[src/rtl/ivt_pkg.sv]
`timescale 1ns/1ps
package ivt_pkg;
   // register address map: bit 0 = byte lane, bit 1 = latch side
   typedef enum logic [1:0] {
      REG_CNT_LO = 2'd0,
      REG_CNT_HI = 2'd1,
      REG_LAT_LO = 2'd2,
      REG_LAT_HI = 2'd3
   } reg_sel_e;

   typedef struct packed {
      logic pin_en;
      logic cont;
      logic irq_en;
   } ctl_t;

   localparam int LANES = 2;
endpackage

[src/rtl/ivt_regs.sv]
`timescale 1ns/1ps
module ivt_regs #(
   parameter int BUS_W = 8,
   localparam int W = ivt_pkg::LANES * BUS_W
) (
   input  logic             clk,
   input  logic             rst,
   input  logic             sel,
   input  logic             wr,
   input  logic [1:0]       addr,
   input  logic [BUS_W-1:0] wdata,
   input  logic             ctl_we,
   input  logic             ctl_cont,
   input  logic             ctl_pin_en,
   input  logic             ctl_irq_en,
   output logic [W-1:0]     lat_q,
   output logic [W-1:0]     load_val,
   output ivt_pkg::ctl_t    ctl_q,
   output logic             load,
   output logic             rd_clr
);
   logic wr_s;
   assign wr_s   = sel & wr;
   assign load   = wr_s && (addr == ivt_pkg::REG_CNT_HI);
   assign rd_clr = sel && !wr && (addr == ivt_pkg::REG_CNT_LO);

   // one latch byte per lane; counter and latch addresses of a lane share it
   for (genvar g = 0; g < ivt_pkg::LANES; g++) begin : g_lane
      logic [BUS_W-1:0] q;
      always_ff @(posedge clk) begin
         if (rst)
            q <= '0;
         else if (wr_s && (addr[0] == 1'(g)))
            q <= wdata;
      end
      assign lat_q[g*BUS_W +: BUS_W] = q;
   end

   // value the counter takes on a high-byte load: new high byte, held low byte
   assign load_val = {wdata, lat_q[BUS_W-1:0]};

   always_ff @(posedge clk) begin
      if (rst)
         ctl_q <= '0;
      else if (ctl_we)
         ctl_q <= '{pin_en: ctl_pin_en, cont: ctl_cont, irq_en: ctl_irq_en};
   end

   // a write to the high latch address never counts as a load
   assert_lathi_noload_R3: assert property (@(posedge clk) disable iff (rst)
      (sel && wr && addr == ivt_pkg::REG_LAT_HI) |-> !load);
endmodule

[src/rtl/ivt_counter.sv]
`timescale 1ns/1ps
module ivt_counter #(
   parameter int W = 16
) (
   input  logic         clk,
   input  logic         rst,
   input  logic         load,
   input  logic [W-1:0] load_val,
   input  logic [W-1:0] lat_q,
   input  logic         cont,
   output logic [W-1:0] cnt_q,
   output logic         timeout
);
   localparam logic [W-1:0] ONE = W'(1);

   // a load on the zero cycle supersedes the time-out
   assign timeout = (cnt_q == '0) && !load;

   always_ff @(posedge clk) begin
      if (rst)
         cnt_q <= '0;
      else if (load)
         cnt_q <= load_val;
      else if (timeout && cont)
         cnt_q <= lat_q;
      else
         cnt_q <= cnt_q - ONE;
   end

   assert_decrement_R5: assert property (@(posedge clk) disable iff (rst)
      (!load && cnt_q != '0) |=> (cnt_q == $past(cnt_q) - ONE));

   assert_reload_R6: assert property (@(posedge clk) disable iff (rst)
      (timeout && cont) |=> (cnt_q == $past(lat_q)));

   assert_wrap_R7: assert property (@(posedge clk) disable iff (rst)
      (timeout && !cont) |=> (&cnt_q));
endmodule

[src/rtl/ivt_event.sv]
`timescale 1ns/1ps
module ivt_event (
   input  logic clk,
   input  logic rst,
   input  logic load,
   input  logic timeout,
   input  logic rd_clr,
   input  logic cont,
   output logic flag_q,
   output logic pin_q
);
   logic armed_q;
   logic fire;

   assign fire = timeout && (cont || armed_q);

   always_ff @(posedge clk) begin
      if (rst) begin
         flag_q  <= 1'b0;
         armed_q <= 1'b0;
         pin_q   <= 1'b1;
      end else begin
         // flag: load clears, time-out sets, set beats the read clear
         if (load)
            flag_q <= 1'b0;
         else if (fire)
            flag_q <= 1'b1;
         else if (rd_clr)
            flag_q <= 1'b0;

         if (load)
            armed_q <= 1'b1;
         else if (timeout)
            armed_q <= 1'b0;

         if (load)
            pin_q <= 1'b0;
         else if (fire)
            pin_q <= cont ? ~pin_q : 1'b1;
      end
   end

   assert_load_clears_R2: assert property (@(posedge clk) disable iff (rst)
      load |=> !flag_q);

   assert_set_wins_R13: assert property (@(posedge clk) disable iff (rst)
      fire |=> flag_q);

   assert_rd_clear_R4: assert property (@(posedge clk) disable iff (rst)
      (rd_clr && !fire && !load) |=> !flag_q);

   assert_pin_low_R8: assert property (@(posedge clk) disable iff (rst)
      load |=> !pin_q);

   assert_oneshot_once_R7: assert property (@(posedge clk) disable iff (rst)
      (!cont && !armed_q && !load) |=> (flag_q == 1'b0 || $past(flag_q)));
endmodule

[src/rtl/ivt_timer.sv]
`timescale 1ns/1ps
module ivt_timer #(
   parameter int BUS_W = 8,
   localparam int W = ivt_pkg::LANES * BUS_W
) (
   input  logic             clk,
   input  logic             rst,
   input  logic             sel,
   input  logic             wr,
   input  logic [1:0]       addr,
   input  logic [BUS_W-1:0] wdata,
   output logic [BUS_W-1:0] rdata,
   input  logic             ctl_we,
   input  logic             ctl_cont,
   input  logic             ctl_pin_en,
   input  logic             ctl_irq_en,
   output logic             flag,
   output logic             irq,
   output logic             pin_out
);
   if (BUS_W < 4 || BUS_W > 32) begin : g_bad_bus_w
      $error("ivt_timer: BUS_W must lie in 4..32");
   end

   logic [W-1:0]  lat_q;
   logic [W-1:0]  load_val;
   logic [W-1:0]  cnt_q;
   ivt_pkg::ctl_t ctl_q;
   logic          load;
   logic          rd_clr;
   logic          timeout;
   logic          pin_q;

   ivt_regs #(.BUS_W(BUS_W)) u_regs (
      .clk(clk), .rst(rst), .sel(sel), .wr(wr), .addr(addr), .wdata(wdata),
      .ctl_we(ctl_we), .ctl_cont(ctl_cont), .ctl_pin_en(ctl_pin_en),
      .ctl_irq_en(ctl_irq_en), .lat_q(lat_q), .load_val(load_val),
      .ctl_q(ctl_q), .load(load), .rd_clr(rd_clr)
   );

   ivt_counter #(.W(W)) u_cnt (
      .clk(clk), .rst(rst), .load(load), .load_val(load_val), .lat_q(lat_q),
      .cont(ctl_q.cont), .cnt_q(cnt_q), .timeout(timeout)
   );

   ivt_event u_evt (
      .clk(clk), .rst(rst), .load(load), .timeout(timeout), .rd_clr(rd_clr),
      .cont(ctl_q.cont), .flag_q(flag), .pin_q(pin_q)
   );

   always_comb begin
      unique case (addr)
         ivt_pkg::REG_CNT_LO: rdata = cnt_q[BUS_W-1:0];
         ivt_pkg::REG_CNT_HI: rdata = cnt_q[W-1:BUS_W];
         ivt_pkg::REG_LAT_LO: rdata = lat_q[BUS_W-1:0];
         default:             rdata = lat_q[W-1:BUS_W];
      endcase
   end

   assign irq     = flag & ctl_q.irq_en;
   assign pin_out = ctl_q.pin_en ? pin_q : 1'b1;

   assert_hi_load_R2: assert property (@(posedge clk) disable iff (rst)
      (sel && wr && addr == ivt_pkg::REG_CNT_HI)
      |=> (cnt_q == {$past(wdata), $past(lat_q[BUS_W-1:0])}));

   assert_pin_idle_R10: assert property (@(posedge clk) disable iff (rst)
      !ctl_q.pin_en |-> pin_out);
endmodule

[config.mk]
export PLATFORM = sky130hd
export DESIGN_NAME = ivt_timer
export DESIGN_NICKNAME = d
export VERILOG_FILES = /design/src/rtl/ivt_pkg.sv /design/src/rtl/ivt_regs.sv /design/src/rtl/ivt_counter.sv /design/src/rtl/ivt_event.sv /design/src/rtl/ivt_timer.sv
export SDC_FILE = /design/constraint.sdc
export NUM_CORES = 1
export LEC_CHECK = 0
export BUFFER_PORTS_ARGS = -buffer_cell sky130_fd_sc_hd__buf_4
export CAP_MARGIN = 20
export CORE_UTILIZATION = 50
export CTS_CLUSTER_DIAMETER = 150
export DETAILED_ROUTE_END_ITERATION = 8
export PLACE_DENSITY = 0.85
export SLEW_MARGIN = 0
export SYNTH_ARGS = -nofsm -noshare
export SYNTH_HDL_FRONTEND = slang
export SYNTH_HIERARCHICAL = 1
export SYNTH_SLANG_ARGS = --single-unit
[constraint.sdc]
create_clock -name clk -period 1.98 [get_ports clk]
set_input_delay 0.099 -clock clk [delete_from_list [all_inputs] [get_ports clk]]
set_output_delay 0.099 -clock clk [all_outputs]
set_load 0.05 [all_outputs]
**After elaboration in Yosys (flattened, before gate mapping)**

Cells that the tools add are included.

- Reductions and logical operators: 17
- Muxes and demuxes: 11
- Equality and inequality tests: 2
- Bitwise gates (word level): 4
- Add/sub/neg operators: 1

Operator list:

| cell | number |
|---|---|
| two-way mux 16 bit | 2 |
| case mux 8 bit (3 select lines) | 1 |
| zero test 16 bit | 1 |
| subtractor 16 x 1 -> 16 bit (second input constant) | 1 |
| logical AND 1 bit | 8 |
| two-way mux 1 bit | 8 |
| nonzero test 2 bit | 3 |
| AND 1 bit | 2 |
| == test 2 x 1 -> 1 bit (second input constant) | 1 |
| == test 2 bit (second input constant) | 1 |
| zero test 1 bit | 2 |
| zero test 2 bit | 1 |
| NOT 1 bit | 2 |
| OR reduction 2 bit | 1 |
| logical OR 1 bit | 1 |

- Output and inout port bits: 11
- Register bits after elaboration: 38

**Logic depth before layout (Yosys ltp)**

Gate-level depths: netlist of the first run.

- Depth after elaboration: 7
- Depth in mapped cells: 8
- Mapped depth without buffers: 7

**By module**

The synthesis of the first run kept the hierarchy.

By module, submodules not included:

| module | instances | seq. area each (um2) | cells an instance | area each (um2) |
|---|---|---|---|---|
| ivt_counter | 1 | 320.3 | 134 | 1,084.8 |
| ivt_regs | 1 | 380.4 | 91 | 915.9 |
| ivt_timer | 1 | 0.0 | 12 | 209.0 |
| ivt_event | 1 | 60.1 | 14 | 125.1 |

**Worst setup path after synthesis of the first run**

OpenSTA, ideal clock, no wires.

- Kind: flip-flop to flip-flop
- Start point: reg u_cnt.cnt_q[0]
- End point: reg u_evt.pin_q
- Library setup time: 0.122 ns
- Period minus slack after synthesis: 1.898 ns
- Data arrival time: 1.776 ns
- Required time: 1.858 ns
- Cell stages (with the launch flop): 9
- Buffers on the path: 1
- Setup slack: 0.082 ns
- Cell sequence: dfxtp_1 inv_1 ha_1 nor3b_2 nand4b_4 buf_2 nor2_1 nand2_1 a221o_1

- Word-level cells in the longest chain between the ends: 4

Ends and longest elaborated chain:

| element | RTL line | source |
|---|---|---|
| from (decl) | ivt_counter.sv:11 | `output logic [W-1:0] cnt_q,` |
| from (signal assigned) | ivt_counter.sv:23 | `cnt_q <= load_val;` |
| from (signal assigned) | ivt_counter.sv:25 | `cnt_q <= lat_q;` |
| from (signal assigned) | ivt_counter.sv:27 | `cnt_q <= cnt_q - ONE;` |
| zero test 16 bit | ivt_counter.sv:17 | `assign timeout = (cnt_q == '0) && !load;` |
| logical AND 1 bit | ivt_counter.sv:17 |  |
| via timeout | ivt_timer.sv:31 | `logic timeout;` |
| logical AND 1 bit | ivt_event.sv:15 | `assign fire = timeout && (cont \|\| armed_q);` |
| nonzero test 2 bit (no source line) | n/a |  |
| to (signal assigned) | ivt_event.sv:39 | `pin_q <= cont ? ~pin_q : 1'b1;` |
| to (decl) | ivt_event.sv:10 | `output logic pin_q` |

The timed path passes the listed nets, and every way through them passes these cells.
A chain may end at the register's enable or synchronous reset.

**Worst setup path after layout of the first run**

- Start point: reg u_cnt.cnt_q[1]
- End point: reg u_evt.pin_q

Same word-level chain as after synthesis.

==> results of run 1 <==
-- registers in the layout, indices dropped and copies added, names as in the netlist --
name	count
u_regs/g_lane.q	16
u_evt/armed_q	1
u_evt/flag_q	1
u_regs/ctl_q	3
u_cnt/cnt_q	16
u_evt/pin_q	1
-- metrics by stage --
step,utilization,cell area (um2),power [mW],std cells
after CTS,0.600,2650,3.33,321
after detailed placement,0.567,2500,2.49,313
after global placement,0.567,2500,2.46,313
after global routing,0.602,2660,3.52,321
final,0.602,2660,3.37,321
after floorplan,-,2330,2.09,251
-- final timing paths --
| kind | to | slack (ps) |
|---|---|---|
| hold reg to reg | u_regs/g_lane[1].q[3] | 510 |
| setup reg to reg | u_evt/pin_q | 150 |
| setup / recovery | u_evt/pin_q | 150 |
| hold / removal | u_regs/ctl_q[0] | 40 |
-- critical path, cell delays in order, from the launching register on --
cell	delay [ps]
dfxtp_1	340
inv_1	60
ha_1	180
nor3b_4	250
nand4b_4	120
buf_4	210
nor2_2	170
nand2_1	70
a221o_1	310
-- area by class of cell --
class / count / share of cell area
multi-input cells: 175 / 0.510
well taps: 52 / 0.0245
repair buffers: 41 / 0.116
clock buffers: 6 / 0.0311
inverters: 7 / 0.00989
clock inverters: 2 / 0.0226
flip-flops and latches: 38 / 0.286
-- cells in the final DEF, fill, tap and decap left out, types with 7 or more instances in the layout --
| cell type | Yosys | layout |
|---|---|---|
| inv_1 | 7 | 7 |
| xor2_1 | 7 | 7 |
| nor2_1 | 14 | 13 |
| nand2_1 | 13 | 13 |
| dfxtp_1 | 38 | 38 |
| nand3_1 | 16 | 16 |
| buf_4 | 16 | 41 |
| mux2i_1 | 20 | 20 |
| nand2b_1 | 26 | 26 |
| mux4_2 | 8 | 8 |
-- metal layers --
metal	share of wire	track usage
met5	0	0
met4	0.017	0.0756
met1	0.44	0.301
met3	0.067	0.0375
met2	0.47	0.380
-- power groups by stage --
stage / registers (mW) / clock network (mW) / logic (mW)
final: 1.12 / 0.832 / 1.42
after global routing: 1.15 / 0.871 / 1.51
after CTS: 1.12 / 0.828 / 1.38
after detailed placement: 1.13 / 0 / 1.36
after global placement: 1.12 / 0 / 1.34
after floorplan: 1.09 / 0 / 1.01
-- Yosys cell counts, types with 4 or more instances --
cell	instances	area, um2
buf_4	16	120
clkbuf_1	9	33.8
dfxtp_1	38	761
inv_1	7	26.3
mux2i_1	20	200
mux4_2	8	180
nand2_1	13	48.8
nand2b_1	26	163
nand3_1	16	80.1
nand4_1	4	25.0
nor2_1	14	52.6
nor3_1	6	30.0
o21a_1	4	30.0
o21ai_0	6	30.0
o221ai_1	6	52.6
xor2_1	7	61.3
-- cell families after synthesis --
group	after synthesis	synth area share
simple gates	100	0.255
flops	38	0.326
xor+xnor	10	0.0375
fa+ha+maj	1	0.00536
compound gates	36	0.115
mux	28	0.163
buf+inv	38	0.0981
-- timing repair --
| action | in CTS | in global routing |
|---|---|---|
| gates resized for setup | 1 | 2 |
| endpoints found under the setup margin | 1 | 1 |
| buffers inserted | 0 | 0 |
| hold buffers | 0 | 0 |
==> impl_metrics.json, run 1 <==
{
  "multi_input_area_um2": 1350,
  "report.final.slew_viol_count": 0,
  "syn_area_per_cell_um2": 9.30,
  "cts_buffers": 5,
  "syn_area_um2": 2330,
  "power_density_nw_per_um2": 1270,
  "die_h_um": 70.3,
  "drtIter0Drc": 156,
  "ir_worst_vdd_v": 0.000581,
  "yosysSeqAreaShare": 0.326,
  "startpoint": "u_cnt/cnt_q[1]",
  "io_pins": 29,
  "die-area_um2": 4950,
  "clk_latency_ps": 300,
  "syn_inst": 251,
  "gp_congestion": 0.876,
  "track_usage": 0.229,
  "num_rows": 24,
  "ys_ff_latch": 38,
  "preCtsSetupSlack_ps": 115,
  "routedWlPerCell_um": 17.1,
  "diodes": 0,
  "antenna_found_initial": 0,
  "hp-class": "primary input to flip-flop",
  "portBuffers": 28,
  "crit_path_start_kind": "flip-flop",
  "holdWs_ps": 40.3,
  "sequentialPowerShare": 0.333,
  "finalCritPeriodShare": 0.925,
  "yosysWarnings": 6,
  "grt_pass1_wl_um": 8850,
  "dp_hpwl_um": 3870,
  "h-tree-depth": 2,
  "status": "finished clean",
  "power_frac_clock": 0.247,
  "holdPathStages": 3,
  "vias": 1952,
  "viasPerCell": 6.08,
  "p_sw_mw": 1.26,
  "arrival_ps": 2010,
  "critical_path.max_fanout": 15,
  "fin_nets": 287,
  "fillers": 359,
  "slew_headroom": 0.642,
  "tightestPinTransition_ps": 534,
  "fmaxAchievable_ghz": 0.546,
  "grt_setup_unrepaired": "false",
  "grt_max_degree": 31,
  "synth-edff-count": 0,
  "hold_viol": 0,
  "p_leak_nw": 1.04,
  "grt_pass1_vias": 1820,
  "cts_tree": "yes",
  "start_util": 0.529,
  "syn-num-nets": 270,
  "ff2ff_path_depth": 8,
  "drive_gt1_frac": 0.242,
  "cts_sinks": 38,
  "crit_type": "flip-flop to flip-flop",
  "layout_setup_ws_ps": 149,
  "synth_ff_type": "dfxtp_1",
  "crit_required_ps": 2160,
  "fin_setup_tns_ps": 0,
  "synthArstFlopShare": 0,
  "clk_pin_slew_ps": 80,
  "root_buffer": "clkbuf_8",
  "overflow": 0,
  "p_int_mw": 2.11,
  "first_pass_iters": 5,
  "p_comb_frac": 0.420,
  "area_growth_pct": 13.8,
  "core_um2": 4410,
  "period_minus_slack_ps": 1830,
  "register_area_um2": 761,
  "finalClockSkew_ps": 8.12,
  "drc": 0,
  "drv_cap": 0,
  "r2r-start": "u_cnt/cnt_q[1]",
  "synth.distinct_cells": 49,
  "cts_buffer_depth": 2,
  "drt-total-wl_um": 5500,
  "finalSetupViolations": 0,
  "antenna_left": 0,
  "worstSetupEndpointType": "flip-flop",
  "die_w_um": 70.3,
  "hold_start": "ctl_irq_en",
  "swShare": 0.375
}
Note: power is estimated with default switching activity, not from simulation.
==> run 2, diff against run 1 <==
Clock period 1.98 ns to 1.6 ns, I/O delays scaled along.
==> run 2 against run 1 <==
The run now ends with negative setup slack left. Utilization rose by 5.4 points. Clock skew fell by 0.95 ps. First-iteration DRC count rose by 97%. Via count increased by 12%. Routed wire length up 19%. Sequential power is 21% higher. Final cell count is 6.2% higher.
==> impl_metrics.json, run 2 (synthesized netlist as in run 1, its figures left out) <==
{
  "hold_viol": 0,
  "routedWlPerCell_um": 19.2,
  "drtIter0Drc": 307,
  "h-tree-depth": 2,
  "layout_common_cells": "58 x buf_4, 36 x dfxtp_1, 26 x nand2b_1",
  "area_growth_pct": 24.1,
  "diodes": 0,
  "portBuffers": 28,
  "p_leak_nw": 1.14,
  "slew_headroom": 0.690,
  "drive_gt1_frac": 0.360,
  "crit_required_ps": 1800,
  "start_util": 0.529,
  "arrival_ps": 1850,
  "grt_setup_unrepaired": "true",
  "crit_type": "flip-flop to flip-flop",
  "grt_pass1_wl_um": 10300,
  "first_pass_iters": 5,
  "critical_path.max_fanout": 7,
  "finalCritPeriodShare": 1.03,
  "drc": 0,
  "startpoint": "u_cnt/cnt_q[0]",
  "die_h_um": 70.3,
  "viasPerCell": 6.44,
  "finalSetupViolations": 9,
  "clk_pin_slew_ps": 80,
  "drv_cap": 0,
  "core_um2": 4410,
  "cts_buffer_depth": 2,
  "dp_hpwl_um": 4210,
  "io_pins": 29,
  "overflow": 0,
  "drt-total-wl_um": 6550,
  "tightestPinTransition_ps": 459,
  "final_area_um2": 2900,
  "report.final.slew_viol_count": 0,
  "holdWs_ps": 16.1,
  "gp_congestion": 0.905,
  "post_dp_cell_area_um2": 2680,
  "top_regs": "u_cnt/cnt_q x16, u_regs/g_lane.q x16, u_regs/ctl_q x3",
  "cts_sinks": 38,
  "fmaxAchievable_ghz": 0.606,
  "cts_buffers": 5,
  "status": "complete, but fails checks",
  "layout_setup_ws_ps": -50.9,
  "hold_start": "ctl_pin_en",
  "layout.cells.most_common": "buf_4",
  "num_rows": 24,
  "fin_nets": 307,
  "period_minus_slack_ps": 1650,
  "ir_worst_vdd_v": 0.000662,
  "r2r-start": "u_cnt/cnt_q[0]",
  "die-area_um2": 4950,
  "total_power_mw": 4.57,
  "worstSetupEndpointType": "flip-flop",
  "grt_max_degree": 30,
  "track_usage": 0.268,
  "antenna_found_initial": 0,
  "crit_path_start_kind": "flip-flop",
  "hp-class": "primary input to flip-flop",
  "finalClockSkew_ps": 7.17,
  "fin_setup_tns_ps": -236,
  "failed_checks": "negative setup slack",
  "antenna_left": 0,
  "dp.cells": 332,
  "grt_pass1_vias": 2030,
  "power_density_nw_per_um2": 1580,
  "die_w_um": 70.3,
  "clk_latency_ps": 310,
  "vias": 2195,
  "root_buffer": "clkbuf_8",
  "finalNonFillerCells": 341,
  "cts_tree": "yes"
}
run 2: cell types whose count changed in the layout (fill, tap and decap cells not counted), sizes merged:
cell | before | now
buf | 41 | 61
bufinv | 2 | 1
clkbuf | 6 | 5
clkinvlp | 0 | 2
run 2: layout make-up:
| cell class | count | area (um2) |
|---|---|---|
| Timing Repair Buffer | 61 | 469 |
| Inverter | 7 | 26.3 |
| Clock inverter | 3 | 45.0 |
| Multi-Input combinational cell | 175 | 1460 |
| Sequential cell | 38 | 763 |
| Tap cell | 52 | 65.1 |
| Fill cell | 329 | 1520 |
| Clock buffer | 5 | 68.8 |
run 2: path summary, 6_finish.rpt:
kind	end	slack, ps	cells after the start
max	u_cnt/cnt_q[0]	-50	6
max reg2reg	u_cnt/cnt_q[0]	-50	6
min	u_regs/ctl_q[2]	20	3
min reg2reg	u_regs/g_lane[1].q[7]	520	2
run 2: worst max-delay path: stages, from the launching register on:
cell,delay [ps]
dfxtp_2,330
inv_2,60
ha_4,140
nor3b_4,240
nand4b_4,160
or2_4,310
o311a_1,300
run 2: what timing repair did:
item	CTS	global route
setup endpoints to repair	10	17
hold endpoints to repair	0	0
pin swaps	6	2
hold buffers	0	0
setup buffers	0	1
resized for setup	9	15
run 2: through the flow:
stage	util	setup slack, ps
3_5_place_dp	0.606	-63.4
5_1_grt	0.656	-91.0
6_report	0.656	-50.9
3_3_place_gp	0.606	-27.6
2_1_floorplan	-	-121
4_1_cts	0.641	-27.5
run 2: metal layers:
metal	part of all wire	wire (um)	track usage
met1	0.41	2690	0.355
met2	0.45	2960	0.413
met3	0.11	741	0.0779
met4	0.025	163	0.102
met5	0	0	0
run 2: power by group:
part	total, mW	switching [mW]	internal [mW]
Combinational	2.36	1.25	1.11
Clock	0.852	0.388	0.464
Sequential	1.36	0.224	1.13
==> run 3, diff against run 2 <==
Settings changed: CORE_UTILIZATION 50 to 52, PLACE_DENSITY 0.85 to 0.88.
==> run 3 against run 2 <==
The flow still finishes with violations (negative setup slack). Via count up 1.9%. First-iteration DRC count down 31%. Total power down 2.1%. Critical endpoint unchanged.
==> impl_metrics.json, run 3 (synthesized netlist as in run 1, its figures left out) <==
{
  "holdPathStages": 3,
  "cts_buffers": 5,
  "start_util": 0.540,
  "finalClockSkew_ps": 6.09,
  "holdWs_ps": 13.5,
  "crit_type": "flip-flop to flip-flop",
  "worstSetupEndpointType": "flip-flop",
  "power_density_nw_per_um2": 1530,
  "grt_max_degree": 24,
  "fin_setup_tns_ps": -159,
  "worstPathCellList": "inv_2 > ha_4 > nor3b_4 > nand4b_4 > or2_4 > o311a_1",
  "root_buffer": "clkbuf_8",
  "grt_pass1_wl_um": 10400,
  "drt-total-wl_um": 6740,
  "hold_viol": 0,
  "drive_gt1_frac": 0.374,
  "arrival_ps": 1840,
  "cts_tree": "yes",
  "io_pins": 29,
  "grt_pass1_vias": 2092,
  "ff2ff_path_depth": 6,
  "status": "complete, but fails checks",
  "period_minus_slack_ps": 1650,
  "dp.cells": 336,
  "hp-class": "primary input to flip-flop",
  "antenna_found_initial": 0,
  "layout_setup_ws_ps": -53.9,
  "core_um2": 4320,
  "r2r-start": "u_cnt/cnt_q[0]",
  "track_usage": 0.275,
  "p_leak_nw": 1.16,
  "critical_path.max_fanout": 7,
  "die_h_um": 69.0,
  "gp_congestion": 0.923,
  "layout.cells.most_common": "buf_4",
  "report.final.slew_viol_count": 0,
  "preCtsSetupSlack_ps": -87.9,
  "top_regs": "u_cnt/cnt_q x16, u_regs/g_lane.q x16, u_regs/ctl_q x3",
  "r2r_end": "u_cnt/cnt_q[0]",
  "first_pass_iters": 6,
  "total_power_mw": 4.47,
  "diodes": 0,
  "cts_sinks": 38,
  "ir_worst_vdd_v": 0.000743,
  "h-tree-depth": 2,
  "whs_endpoint": "u_regs/ctl_q[2]",
  "viasPerCell": 6.46,
  "routedWlPerCell_um": 19.5,
  "tightestPinTransition_ps": 429,
  "drv_cap": 0,
  "crit_family": "simple AND/OR/NAND/NOR gates",
  "cpPeakStageDelay_ps": 330,
  "clk_latency_ps": 300,
  "hold_start": "ctl_pin_en",
  "layout_common_cells": "65 x buf_4, 36 x dfxtp_1, 26 x nand2b_1",
  "die-area_um2": 4760,
  "slew_headroom": 0.714,
  "crit_required_ps": 1780,
  "critPathSlowestCell": "dfxtp_2",
  "dp_hpwl_um": 4450,
  "drtIter0Drc": 212,
  "grt_setup_unrepaired": "true",
  "area_growth_pct": 25.1,
  "die_w_um": 69.0,
  "fin_nets": 313,
  "final_area_um2": 2920,
  "post_dp_cell_area_um2": 2710,
  "utilization": 0.675,
  "finalSetupViolations": 7,
  "portBuffers": 28,
  "critical_path_buf_inv_count": 1,
  "num_rows": 24,
  "antenna_left": 0,
  "fmaxAchievable_ghz": 0.605,
  "reg2reg_slack_ps": -50,
  "vias": 2236,
  "finalNonFillerCells": 346,
  "finalCritPeriodShare": 1.03,
  "clk_pin_slew_ps": 80,
  "crit_path_start_kind": "flip-flop",
  "overflow": 0,
  "failed_checks": "negative setup slack",
  "cts_buffer_depth": 2,
  "drc": 0
}
[run 3: worst min-delay path: cells and delay by family]
family / cells / cell delay (ps)
buffers and inverters: 1 / 70
AND/OR/NAND/NOR: 1 / 70
multiplexers: 1 / 50
[run 3: how the worst max path moves through the flow]
stage / start / to / slack (ps) / cells after the start
after detailed placement: u_cnt/cnt_q[1] / u_cnt/cnt_q[0] / -90 / 6
after global routing: u_cnt/cnt_q[0] / u_evt/pin_q / -130 / 8
final: u_cnt/cnt_q[0] / u_cnt/cnt_q[0] / -50 / 6
after floorplan: u_cnt/cnt_q[1] / u_cnt/cnt_q[0] / -120 / 7
after global placement: u_cnt/cnt_q[1] / u_cnt/cnt_q[0] / -20 / 6
after CTS: u_cnt/cnt_q[1] / u_cnt/cnt_q[0] / -40 / 6
[run 3: metal layers]
layer,track usage,vias to the layer above,wire length [um]
met4,0.141,0,284
met3,0.0629,45,634
met5,0,-,0
met2,0.435,160,3230
met1,0.351,1051,2600
li1,-,980,-
[run 3: layout make-up]
cell class | instances | area [um2]
repair buffers | 67 | 510
multi-input cells | 175 | 1470
well taps | 52 | 65.1
inverters | 7 | 26.3
flip-flops and latches | 38 | 763
clock buffers | 5 | 68.8
clock inverters | 2 | 15.0
fillers | 312 | 1400
[run 3: repair_timing]
item                                    4_1_cts  5_1_grt
gates resized for setup                       9       14
hold buffers                                  0        0
endpoints found under the setup margin       12       17
pin swaps                                     3        6
buffers inserted                              0        3
[run 3: power by group]
group | internal, mW | total [mW] | switching, mW
Sequential | 1.13 | 1.30 | 0.171
Combinational | 1.17 | 2.51 | 1.34
Clock | 0.297 | 0.655 | 0.358
